## config.mk

```make
export PLATFORM = sky130hd
export DESIGN_NAME = dma_xfer_seq
export DESIGN_NICKNAME = d
export VERILOG_FILES = /design/src/rtl/dma_xfer_pkg.sv /design/src/rtl/dma_xfer_scale.sv /design/src/rtl/dma_xfer_offset.sv /design/src/rtl/dma_xfer_size.sv /design/src/rtl/dma_xfer_decide.sv /design/src/rtl/dma_xfer_seq.sv
export SDC_FILE = /design/constraint.sdc
export NUM_CORES = 1
export LEC_CHECK = 0
export ABC_AREA = 1
export BUFFER_PORTS_ARGS = -buffer_cell sky130_fd_sc_hd__buf_4
export CAP_MARGIN = 20
export CELL_PAD_IN_SITES_DETAIL_PLACEMENT = 0
export CELL_PAD_IN_SITES_GLOBAL_PLACEMENT = 2
export CORE_ASPECT_RATIO = 1.5
export CORE_UTILIZATION = 31
export DETAILED_ROUTE_END_ITERATION = 8
export PLACE_DENSITY_LB_ADDON = 0.12
export SETUP_SLACK_MARGIN = 0.4
export SYNTH_ARGS = -nofsm -noshare
export SYNTH_HDL_FRONTEND = slang
export SYNTH_SLANG_ARGS = --single-unit
```

## constraint.sdc

```tcl
create_clock -name clk -period 3.1 [get_ports clk]
set_clock_uncertainty 0.2 [all_clocks]
set_input_delay 0.62 -clock clk [delete_from_list [all_inputs] [get_ports clk]]
set_output_delay 0.62 -clock clk [all_outputs]
set_load 0.01 [all_outputs]
```

## src/rtl/dma_xfer_pkg.sv

```systemverilog
package dma_xfer_pkg;

    localparam int unsigned DISK_SECTOR_SHIFT = 9;
    localparam int unsigned PKT_BLOCK_SHIFT   = 11;

    typedef enum logic [1:0] {
        CMD_READ  = 2'd0,
        CMD_WRITE = 2'd1,
        CMD_TRIM  = 2'd2,
        CMD_RSVD  = 2'd3
    } xfer_cmd_e;

    typedef enum logic [2:0] {
        ST_NONE       = 3'd0,
        ST_DISK_READY = 3'd1,
        ST_PKT_OK     = 3'd2,
        ST_DMA_ERR    = 3'd3,
        ST_PKT_IOERR  = 3'd4
    } drv_status_e;

    typedef enum logic {
        PH_IDLE = 1'b0,
        PH_WAIT = 1'b1
    } phase_e;

    typedef enum logic [2:0] {
        ACT_NONE      = 3'd0,
        ACT_PARK      = 3'd1,
        ACT_ERROR     = 3'd2,
        ACT_COMPLETE  = 3'd3,
        ACT_CHUNK_END = 3'd4,
        ACT_COPY      = 3'd5,
        ACT_ISSUE     = 3'd6
    } action_e;

endpackage

```

## src/rtl/dma_xfer_scale.sv

```systemverilog
module dma_xfer_scale #(
    parameter int IN_W  = 24,
    parameter int SHIFT = 9,
    parameter int OUT_W = 34
) (
    input  logic [IN_W-1:0]  base_i,
    output logic [OUT_W-1:0] scaled_o
);
    assign scaled_o = OUT_W'(base_i) << SHIFT;
endmodule

```

## src/rtl/dma_xfer_offset.sv

```systemverilog
module dma_xfer_offset
    import dma_xfer_pkg::*;
#(
    parameter int SEC_W = 24,
    parameter int LBA_W = 20,
    parameter int IDX_W = 21,
    parameter int OFF_W = 34
) (
    input  logic             optical_i,
    input  logic [SEC_W-1:0] cur_sector_i,
    input  logic [LBA_W-1:0] lba_i,
    input  logic [IDX_W-1:0] index_i,
    output logic [OFF_W-1:0] offset_o,
    output logic             raw_data_o
);
    logic [OFF_W-1:0] disk_base;
    logic [OFF_W-1:0] pkt_base;

    dma_xfer_scale #(
        .IN_W (SEC_W),
        .SHIFT(DISK_SECTOR_SHIFT),
        .OUT_W(OFF_W)
    ) u_disk_scale (
        .base_i  (cur_sector_i),
        .scaled_o(disk_base)
    );

    dma_xfer_scale #(
        .IN_W (LBA_W),
        .SHIFT(PKT_BLOCK_SHIFT),
        .OUT_W(OFF_W)
    ) u_pkt_scale (
        .base_i  (lba_i),
        .scaled_o(pkt_base)
    );

    assign offset_o   = (optical_i ? pkt_base : disk_base) + OFF_W'(index_i);
    assign raw_data_o = &lba_i;
endmodule

```

## src/rtl/dma_xfer_size.sv

```systemverilog
module dma_xfer_size
    import dma_xfer_pkg::*;
#(
    parameter int SCNT_W = 8,
    parameter int SIZE_W = 20,
    parameter int REM_W  = 21
) (
    input  logic              optical_i,
    input  logic [SCNT_W-1:0] sector_cnt_i,
    input  logic [SIZE_W-1:0] packet_size_i,
    output logic [REM_W-1:0]  total_o
);
    logic [REM_W-1:0] disk_total;
    assign disk_total = REM_W'(sector_cnt_i) << DISK_SECTOR_SHIFT;
    assign total_o    = optical_i ? REM_W'(packet_size_i) : disk_total;
endmodule

```

## src/rtl/dma_xfer_decide.sv

```systemverilog
module dma_xfer_decide
    import dma_xfer_pkg::*;
(
    input  logic    evt_chunk_i,
    input  logic    evt_result_i,
    input  logic    err_i,
    input  logic    active_i,
    input  logic    rem_nonpos_i,
    input  logic    len_zero_i,
    input  logic    optical_i,
    input  logic    raw_data_i,
    output action_e act_o
);
    always_comb begin
        if (!(evt_chunk_i || evt_result_i)) begin
            act_o = ACT_NONE;
        end else if (err_i) begin
            act_o = ACT_ERROR;
        end else if (!active_i) begin
            act_o = ACT_PARK;
        end else if (rem_nonpos_i) begin
            act_o = ACT_COMPLETE;
        end else if (len_zero_i) begin
            act_o = ACT_CHUNK_END;
        end else if (optical_i && raw_data_i) begin
            act_o = ACT_COPY;
        end else begin
            act_o = ACT_ISSUE;
        end
    end
endmodule

```

## src/rtl/dma_xfer_seq.sv

```systemverilog
module dma_xfer_seq
    import dma_xfer_pkg::*;
#(
    parameter int SCNT_W = 8,
    parameter int SIZE_W = 20,
    parameter int SEC_W  = 24,
    parameter int LBA_W  = 20,
    parameter int LEN_W  = 16,
    localparam int DISK_SPAN = SEC_W + DISK_SECTOR_SHIFT,
    localparam int PKT_SPAN  = LBA_W + PKT_BLOCK_SHIFT,
    localparam int OFF_W     = ((DISK_SPAN > PKT_SPAN) ? DISK_SPAN : PKT_SPAN) + 1
) (
    input  logic              clk,
    input  logic              rst_n,
    input  logic              start_i,
    input  logic              is_optical_i,
    input  logic [SCNT_W-1:0] sector_cnt_i,
    input  logic [SIZE_W-1:0] packet_size_i,
    input  logic [SEC_W-1:0]  cur_sector_i,
    input  logic [LBA_W-1:0]  lba_i,
    input  logic [1:0]        cmd_i,
    input  logic              chunk_valid_i,
    input  logic [LEN_W-1:0]  chunk_len_i,
    input  logic              req_done_i,
    input  logic              req_err_i,
    output logic              kick_o,
    output logic              active_o,
    output logic              park_o,
    output logic              req_valid_o,
    output logic [1:0]        req_cmd_o,
    output logic [OFF_W-1:0]  req_offset_o,
    output logic [LEN_W-1:0]  req_len_o,
    output logic              copy_valid_o,
    output logic [LEN_W-1:0]  copy_len_o,
    output logic [2:0]        status_o,
    output logic              irq_o,
    output logic              dma_end_o,
    output logic              acct_ok_o,
    output logic              acct_fail_o
);
    localparam int DISK_TOT_W = SCNT_W + DISK_SECTOR_SHIFT;
    localparam int REM_W = ((DISK_TOT_W > SIZE_W) ? DISK_TOT_W : SIZE_W) + 1;
    localparam int IDX_W = REM_W;

    typedef struct packed {
        phase_e                   phase;
        logic                     active;
        logic                     opt;
        logic signed [REM_W-1:0]  rem;
        logic [IDX_W-1:0]         idx;
        drv_status_e              status;
        logic                     kick;
        logic                     park;
        logic                     req_valid;
        logic [1:0]               req_cmd;
        logic [OFF_W-1:0]         req_offset;
        logic [LEN_W-1:0]         req_len;
        logic                     copy_valid;
        logic [LEN_W-1:0]         copy_len;
        logic                     irq;
        logic                     dma_end;
        logic                     acct_ok;
        logic                     acct_fail;
    } seq_state_t;

    seq_state_t st_q, st_d;

    logic [REM_W-1:0]        total_w;
    logic [OFF_W-1:0]        offset_w;
    logic                    raw_w;
    logic                    evt_chunk_w;
    logic                    evt_result_w;
    logic                    rem_nonpos_w;
    logic                    counted_w;
    logic signed [REM_W-1:0] len_ext_w;
    logic [LEN_W-1:0]        copy_len_w;
    action_e                 act_w;

    dma_xfer_size #(
        .SCNT_W(SCNT_W),
        .SIZE_W(SIZE_W),
        .REM_W (REM_W)
    ) u_size (
        .optical_i    (is_optical_i),
        .sector_cnt_i (sector_cnt_i),
        .packet_size_i(packet_size_i),
        .total_o      (total_w)
    );

    dma_xfer_offset #(
        .SEC_W(SEC_W),
        .LBA_W(LBA_W),
        .IDX_W(IDX_W),
        .OFF_W(OFF_W)
    ) u_offset (
        .optical_i   (st_q.opt),
        .cur_sector_i(cur_sector_i),
        .lba_i       (lba_i),
        .index_i     (st_q.idx),
        .offset_o    (offset_w),
        .raw_data_o  (raw_w)
    );

    assign evt_chunk_w  = (st_q.phase == PH_IDLE) && chunk_valid_i;
    assign evt_result_w = (st_q.phase == PH_WAIT) && (req_done_i || req_err_i);
    assign rem_nonpos_w = st_q.rem[REM_W-1] || (st_q.rem == '0);
    assign counted_w    = st_q.opt || (cmd_i == CMD_READ) || (cmd_i == CMD_WRITE);
    assign len_ext_w    = $signed({{(REM_W-LEN_W){1'b0}}, chunk_len_i});
    assign copy_len_w   = (st_q.rem < len_ext_w) ? st_q.rem[LEN_W-1:0] : chunk_len_i;

    dma_xfer_decide u_decide (
        .evt_chunk_i (evt_chunk_w),
        .evt_result_i(evt_result_w),
        .err_i       (evt_result_w && req_err_i),
        .active_i    (st_q.active),
        .rem_nonpos_i(rem_nonpos_w),
        .len_zero_i  (!evt_chunk_w || (chunk_len_i == '0)),
        .optical_i   (st_q.opt),
        .raw_data_i  (raw_w),
        .act_o       (act_w)
    );

    always_comb begin
        st_d            = st_q;
        st_d.kick       = 1'b0;
        st_d.park       = 1'b0;
        st_d.req_valid  = 1'b0;
        st_d.copy_valid = 1'b0;
        st_d.irq        = 1'b0;
        st_d.dma_end    = 1'b0;
        st_d.acct_ok    = 1'b0;
        st_d.acct_fail  = 1'b0;

        if (start_i) begin
            st_d.phase  = PH_IDLE;
            st_d.idx    = '0;
            st_d.rem    = $signed(total_w);
            st_d.active = 1'b1;
            st_d.opt    = is_optical_i;
            st_d.status = ST_NONE;
            st_d.kick   = 1'b1;
        end else begin
            case (act_w)
                ACT_PARK: begin
                    st_d.park  = 1'b1;
                    st_d.phase = PH_IDLE;
                end
                ACT_ERROR: begin
                    st_d.status    = st_q.opt ? ST_PKT_IOERR : ST_DMA_ERR;
                    st_d.irq       = 1'b1;
                    st_d.dma_end   = 1'b1;
                    st_d.acct_fail = counted_w;
                    st_d.active    = 1'b0;
                    st_d.phase     = PH_IDLE;
                end
                ACT_COMPLETE: begin
                    st_d.status  = st_q.opt ? ST_PKT_OK : ST_DISK_READY;
                    st_d.irq     = 1'b1;
                    st_d.dma_end = 1'b1;
                    st_d.acct_ok = counted_w;
                    st_d.active  = 1'b0;
                    st_d.phase   = PH_IDLE;
                end
                ACT_CHUNK_END: begin
                    st_d.dma_end = 1'b1;
                    st_d.acct_ok = counted_w;
                    st_d.phase   = PH_IDLE;
                end
                ACT_COPY: begin
                    st_d.copy_valid = 1'b1;
                    st_d.copy_len   = copy_len_w;
                    st_d.status     = ST_PKT_OK;
                    st_d.irq        = 1'b1;
                    st_d.dma_end    = 1'b1;
                    st_d.acct_ok    = 1'b1;
                    st_d.active     = 1'b0;
                    st_d.phase      = PH_IDLE;
                end
                ACT_ISSUE: begin
                    st_d.req_valid  = 1'b1;
                    st_d.req_cmd    = st_q.opt ? CMD_READ : cmd_i;
                    st_d.req_offset = offset_w;
                    st_d.req_len    = chunk_len_i;
                    st_d.idx        = st_q.idx + IDX_W'(chunk_len_i);
                    st_d.rem        = st_q.rem - len_ext_w;
                    st_d.phase      = PH_WAIT;
                end
                default: begin
                end
            endcase
        end
    end

    always_ff @(posedge clk or negedge rst_n) begin
        if (!rst_n) begin
            st_q        <= '0;
            st_q.phase  <= PH_IDLE;
            st_q.status <= ST_NONE;
        end else begin
            st_q <= st_d;
        end
    end

    assign kick_o       = st_q.kick;
    assign active_o     = st_q.active;
    assign park_o       = st_q.park;
    assign req_valid_o  = st_q.req_valid;
    assign req_cmd_o    = st_q.req_cmd;
    assign req_offset_o = st_q.req_offset;
    assign req_len_o    = st_q.req_len;
    assign copy_valid_o = st_q.copy_valid;
    assign copy_len_o   = st_q.copy_len;
    assign status_o     = st_q.status;
    assign irq_o        = st_q.irq;
    assign dma_end_o    = st_q.dma_end;
    assign acct_ok_o    = st_q.acct_ok;
    assign acct_fail_o  = st_q.acct_fail;

    AST_KICK_ARMS: assert property (@(posedge clk) disable iff (!rst_n)
        kick_o |-> (active_o && status_o == ST_NONE && !dma_end_o))
        else $error("kick without armed transfer");

    AST_PARK_QUIET: assert property (@(posedge clk) disable iff (!rst_n)
        park_o |-> (!dma_end_o && !irq_o && !req_valid_o && !copy_valid_o))
        else $error("park with side effects");

    AST_IRQ_DROPS_ACTIVE: assert property (@(posedge clk) disable iff (!rst_n)
        irq_o |-> (!active_o && dma_end_o && status_o != ST_NONE))
        else $error("interrupt while still active");

    AST_CHUNK_END_KEEPS: assert property (@(posedge clk) disable iff (!rst_n)
        (dma_end_o && !irq_o) |-> (active_o && $stable(status_o)))
        else $error("chunk end changed transfer state");

    AST_REQ_WHILE_ACTIVE: assert property (@(posedge clk) disable iff (!rst_n)
        req_valid_o |-> (active_o && !dma_end_o && req_len_o != '0))
        else $error("request outside active transfer");

    AST_COPY_BOUND: assert property (@(posedge clk) disable iff (!rst_n)
        copy_valid_o |-> (copy_len_o <= $past(chunk_len_i) && status_o == ST_PKT_OK))
        else $error("copy length above chunk length");

    AST_FAIL_IS_ERR: assert property (@(posedge clk) disable iff (!rst_n)
        acct_fail_o |-> (status_o == ST_DMA_ERR || status_o == ST_PKT_IOERR))
        else $error("failure pulse without error status");

    AST_ACCT_ON_END: assert property (@(posedge clk) disable iff (!rst_n)
        (acct_ok_o || acct_fail_o) |-> (dma_end_o && !(acct_ok_o && acct_fail_o)))
        else $error("statistics pulse off an end");

    AST_ONE_OUTSTANDING: assert property (@(posedge clk) disable iff (!rst_n)
        req_valid_o |=> !req_valid_o)
        else $error("back-to-back requests");

endmodule

```

==> out/metrics.yaml <==
antenna_found_initial: 0
drv_slew: 0
num_rows: 80
grt_pass1_wl_um: 55610
seqPwrFrac_pct: 27.1
synth_seq_cells: 124
grt_pass1_vias: 10080
synth_ff_type: "dfrtp_1"
min_period_ns: 2.558
cp_max_fo: 61
synth.avg_cell_area_um2: 6.551
setup_viol: 0
slew_headroom_pct: 60.27
cts_sinks: 124
tightest_slew_ns: 0.5959
cpMostUsedCell: "nand2_1"
clk_pin_slew_worst_paths_ns: 0.06
n_antenna_cell: 0
viasPerCell: 4.819
pin_count: 177
crit_slowest_cell: "dfrtp_1"
tritoncts: "done"
drtPass1Iterations: 5
layout.nets: 1802
syn_to_final_growth_pct: 21.85
dieArea_um2: 33500
hpwl_um: 28550
rsz0062_at_grt: "yes"
chipHeight_um: 223.7
first_iter_violations: 408
yosys_warnings: 0
critPathLaunchType: "flop"
grt_use_total_pct: 22.22
arrival_ns: 2.73
fin_crit_sh_pct: 82.52
combinationalPowerShare_pct: 51.6
status: "finished, final reports clean"
drc: 0
total_power_mw: 9.908
critPathKind: "reg -> reg"
io_buffers: 176
synthMostInstantiatedCell: "nand2_1"
initial_utilization_pct: 31.70
gr-usage-met2_pct: 41.91
postRouteAntennaNets: 0
root_buffer: "clkbuf_16"
clock_path_buffers: 2
numCtsBuffers: 17
synth_edf_count: 0
drv_cap: 0
synth_cell_types: 42
synth_cells: 1550
die_w_um: 149.8
yosys-top-cells-count: "nand2_1, inv_1, nand3_1"
place.gp.congestion: 0.8752
timing.critical_path.buf_inv: 2
synthArstFlopShare_pct: 100.0
drive_gt1_share_pct: 18.07
critPathTopFamily: "simple AND/OR/NAND/NOR gates"
core_um2: 32030
critPathMaxStageDelay_ns: 0.46
p_sw_mw: 4.466
netlist_area_um2: 10150
use_met1_pct: 23.88
met3_usage_pct: 2.566
power.share.clock_pct: 21.3
cp_cell_sequence: "nor2_2, nand2_2, nor2_2, nand3_2, nand2_1, inv_2, nand2_1, nand2_2, a21oi_4, buf_12, nand4_1, nand2_1"
synth.largest_area_cell: "dfrtp_1"
yosysSeqAreaShare_pct: 30.56
leakage_nw: 6.911
insertion_delay_ns: 0.45
overflow: 0
cp.required_ns: 3.27
max_freq_mhz: 390.9
setup.worst_path.end_class: "flop"
yosysTopAreaCellShare_pct: 30.56
synth.area.top_cells: "dfrtp_1, nand2_1, nand3_1"
routed-via-count: 10030
wl_per_cell_um: 17.62
swShare_pct: 45.08
vdd_drop_max_uv: 470.6
power-per-cell-area_nw_per_um2: 800.7
grt_busiest_layer: "met2"
grt_max_degree: 62
hold_viol: 0
fill_cells: 3563
synth_nets: 1694
routed_wl_um: 36670
cts_max_level: 4
hold_path_class: "in -> reg"
cell_internal_pwr_mw: 5.441
fin_tns_setup_ns: 0
-- path summary, 6_finish.rpt --
check,from,endpoint,slack (ns),depth (start not counted)
max,st_q[116],req_cmd_o[1],0.54,12
min,start_i,kick_o,0.14,1
max reg2reg,st_q[116],req_cmd_o[1],0.54,12
min reg2reg,req_offset_o[30],req_offset_o[30],0.28,2
max in group asynchronous,rst_n,st_q[105],1.56,3
min in group asynchronous,rst_n,req_offset_o[3],0.48,2
-- worst register-to-register path, stage by stage, from the launching register on --
cell     delay, ns
dfrtp_1       0.46
nor2_2        0.20
nand2_2       0.16
nor2_2        0.13
nand3_2       0.16
nand2_1       0.14
inv_2         0.03
nand2_1       0.06
nand2_2       0.09
a21oi_4       0.17
buf_12        0.25
nand4_1       0.30
nand2_1       0.13
-- metal layers --
metal,share of wire (%),vias to the layer above,wire (um)
li1,-,5133,-
met1,39,4654,14320
met2,54,180,19950
met3,2.4,62,865
met4,4.2,0,1528
met5,0,-,0
-- final cells by class --
class,count,area [um2],area share (%)
sequential,124,3104,25.09
clock inverter,13,163.9,1.325
multi-input combinational,1140,5766,46.60
timing repair buffer,216,1767,14.28
inverter,158,599.3,4.844
timing repair inverter,1,7.507,0.06067
tap,410,513.0,4.146
clock buffer,19,452.9,3.661
-- layout by cell type (no fill, tap or decap), drive strengths merged, types with 44 or more instances in the layout --
cell type,count
inv,158
nand3,147
dfrtp,124
nor2,129
buf,214
nand4,82
o21ai,57
a21oi,49
ha,44
nand2,551
-- power by group through the flow --
| stage | clock (mW) | combinational [mW] | sequential, mW |
|---|---|---|---|
| CTS | 2.16 | 5.05 | 2.67 |
| floorplan | 0 | 3.71 | 2.48 |
| detailed placement | 0 | 5.02 | 2.69 |
| global route | 2.22 | 5.74 | 2.75 |
| global placement | 0 | 5.02 | 2.68 |
| finish | 2.11 | 5.12 | 2.68 |
-- sequential cells by signal, indices dropped and copies added (netlist names) --
register,count
irq_o,1
copy_valid_o,1
req_offset_o,34
kick_o,1
acct_fail_o,1
active_o,1
acct_ok_o,1
req_len_o,16
req_valid_o,1
park_o,1
req_cmd_o,2
dma_end_o,1
status_o,3
copy_len_o,16
st_q,44
-- stage by stage --
stage	area (um2)	worst slack (ns)	instances	util, %	hold WS [ns]
6_report	12370	0.5418	2081	38.63	0.1396
3_3_place_gp	11490	0.07808	2039	35.88	0.2642
3_5_place_dp	11490	0.07680	2039	35.88	0.2680
4_1_cts	12130	0.3347	2072	37.88	0.1252
5_1_grt	12370	0.3911	2081	38.63	0.1325
2_1_floorplan	10170	0.4074	1550	-	0.1244
-- cells by family after synthesis --
| kind of cell | Yosys count | share of synthesized area (%) |
|---|---|---|
| XOR/XNOR | 28 | 2.415 |
| adder cells (fa/ha/maj) | 47 | 6.013 |
| buffers and inverters | 286 | 14.12 |
| AND/OR/NAND/NOR | 944 | 40.40 |
| AO/OA/AOI/OAI | 121 | 6.493 |
| flip-flops | 124 | 30.56 |
-- timing repair --
item / in CTS / in global routing
pin swaps: 0 / 4
setup buffers: 0 / 7
resized for setup: 3 / 36
hold endpoints to repair: 35 / 0
cloned: 0 / 2
setup endpoints to repair: 45 / 106
hold buffers: 1 / 0
No activity file was read; power rests on OpenSTA's default activity.
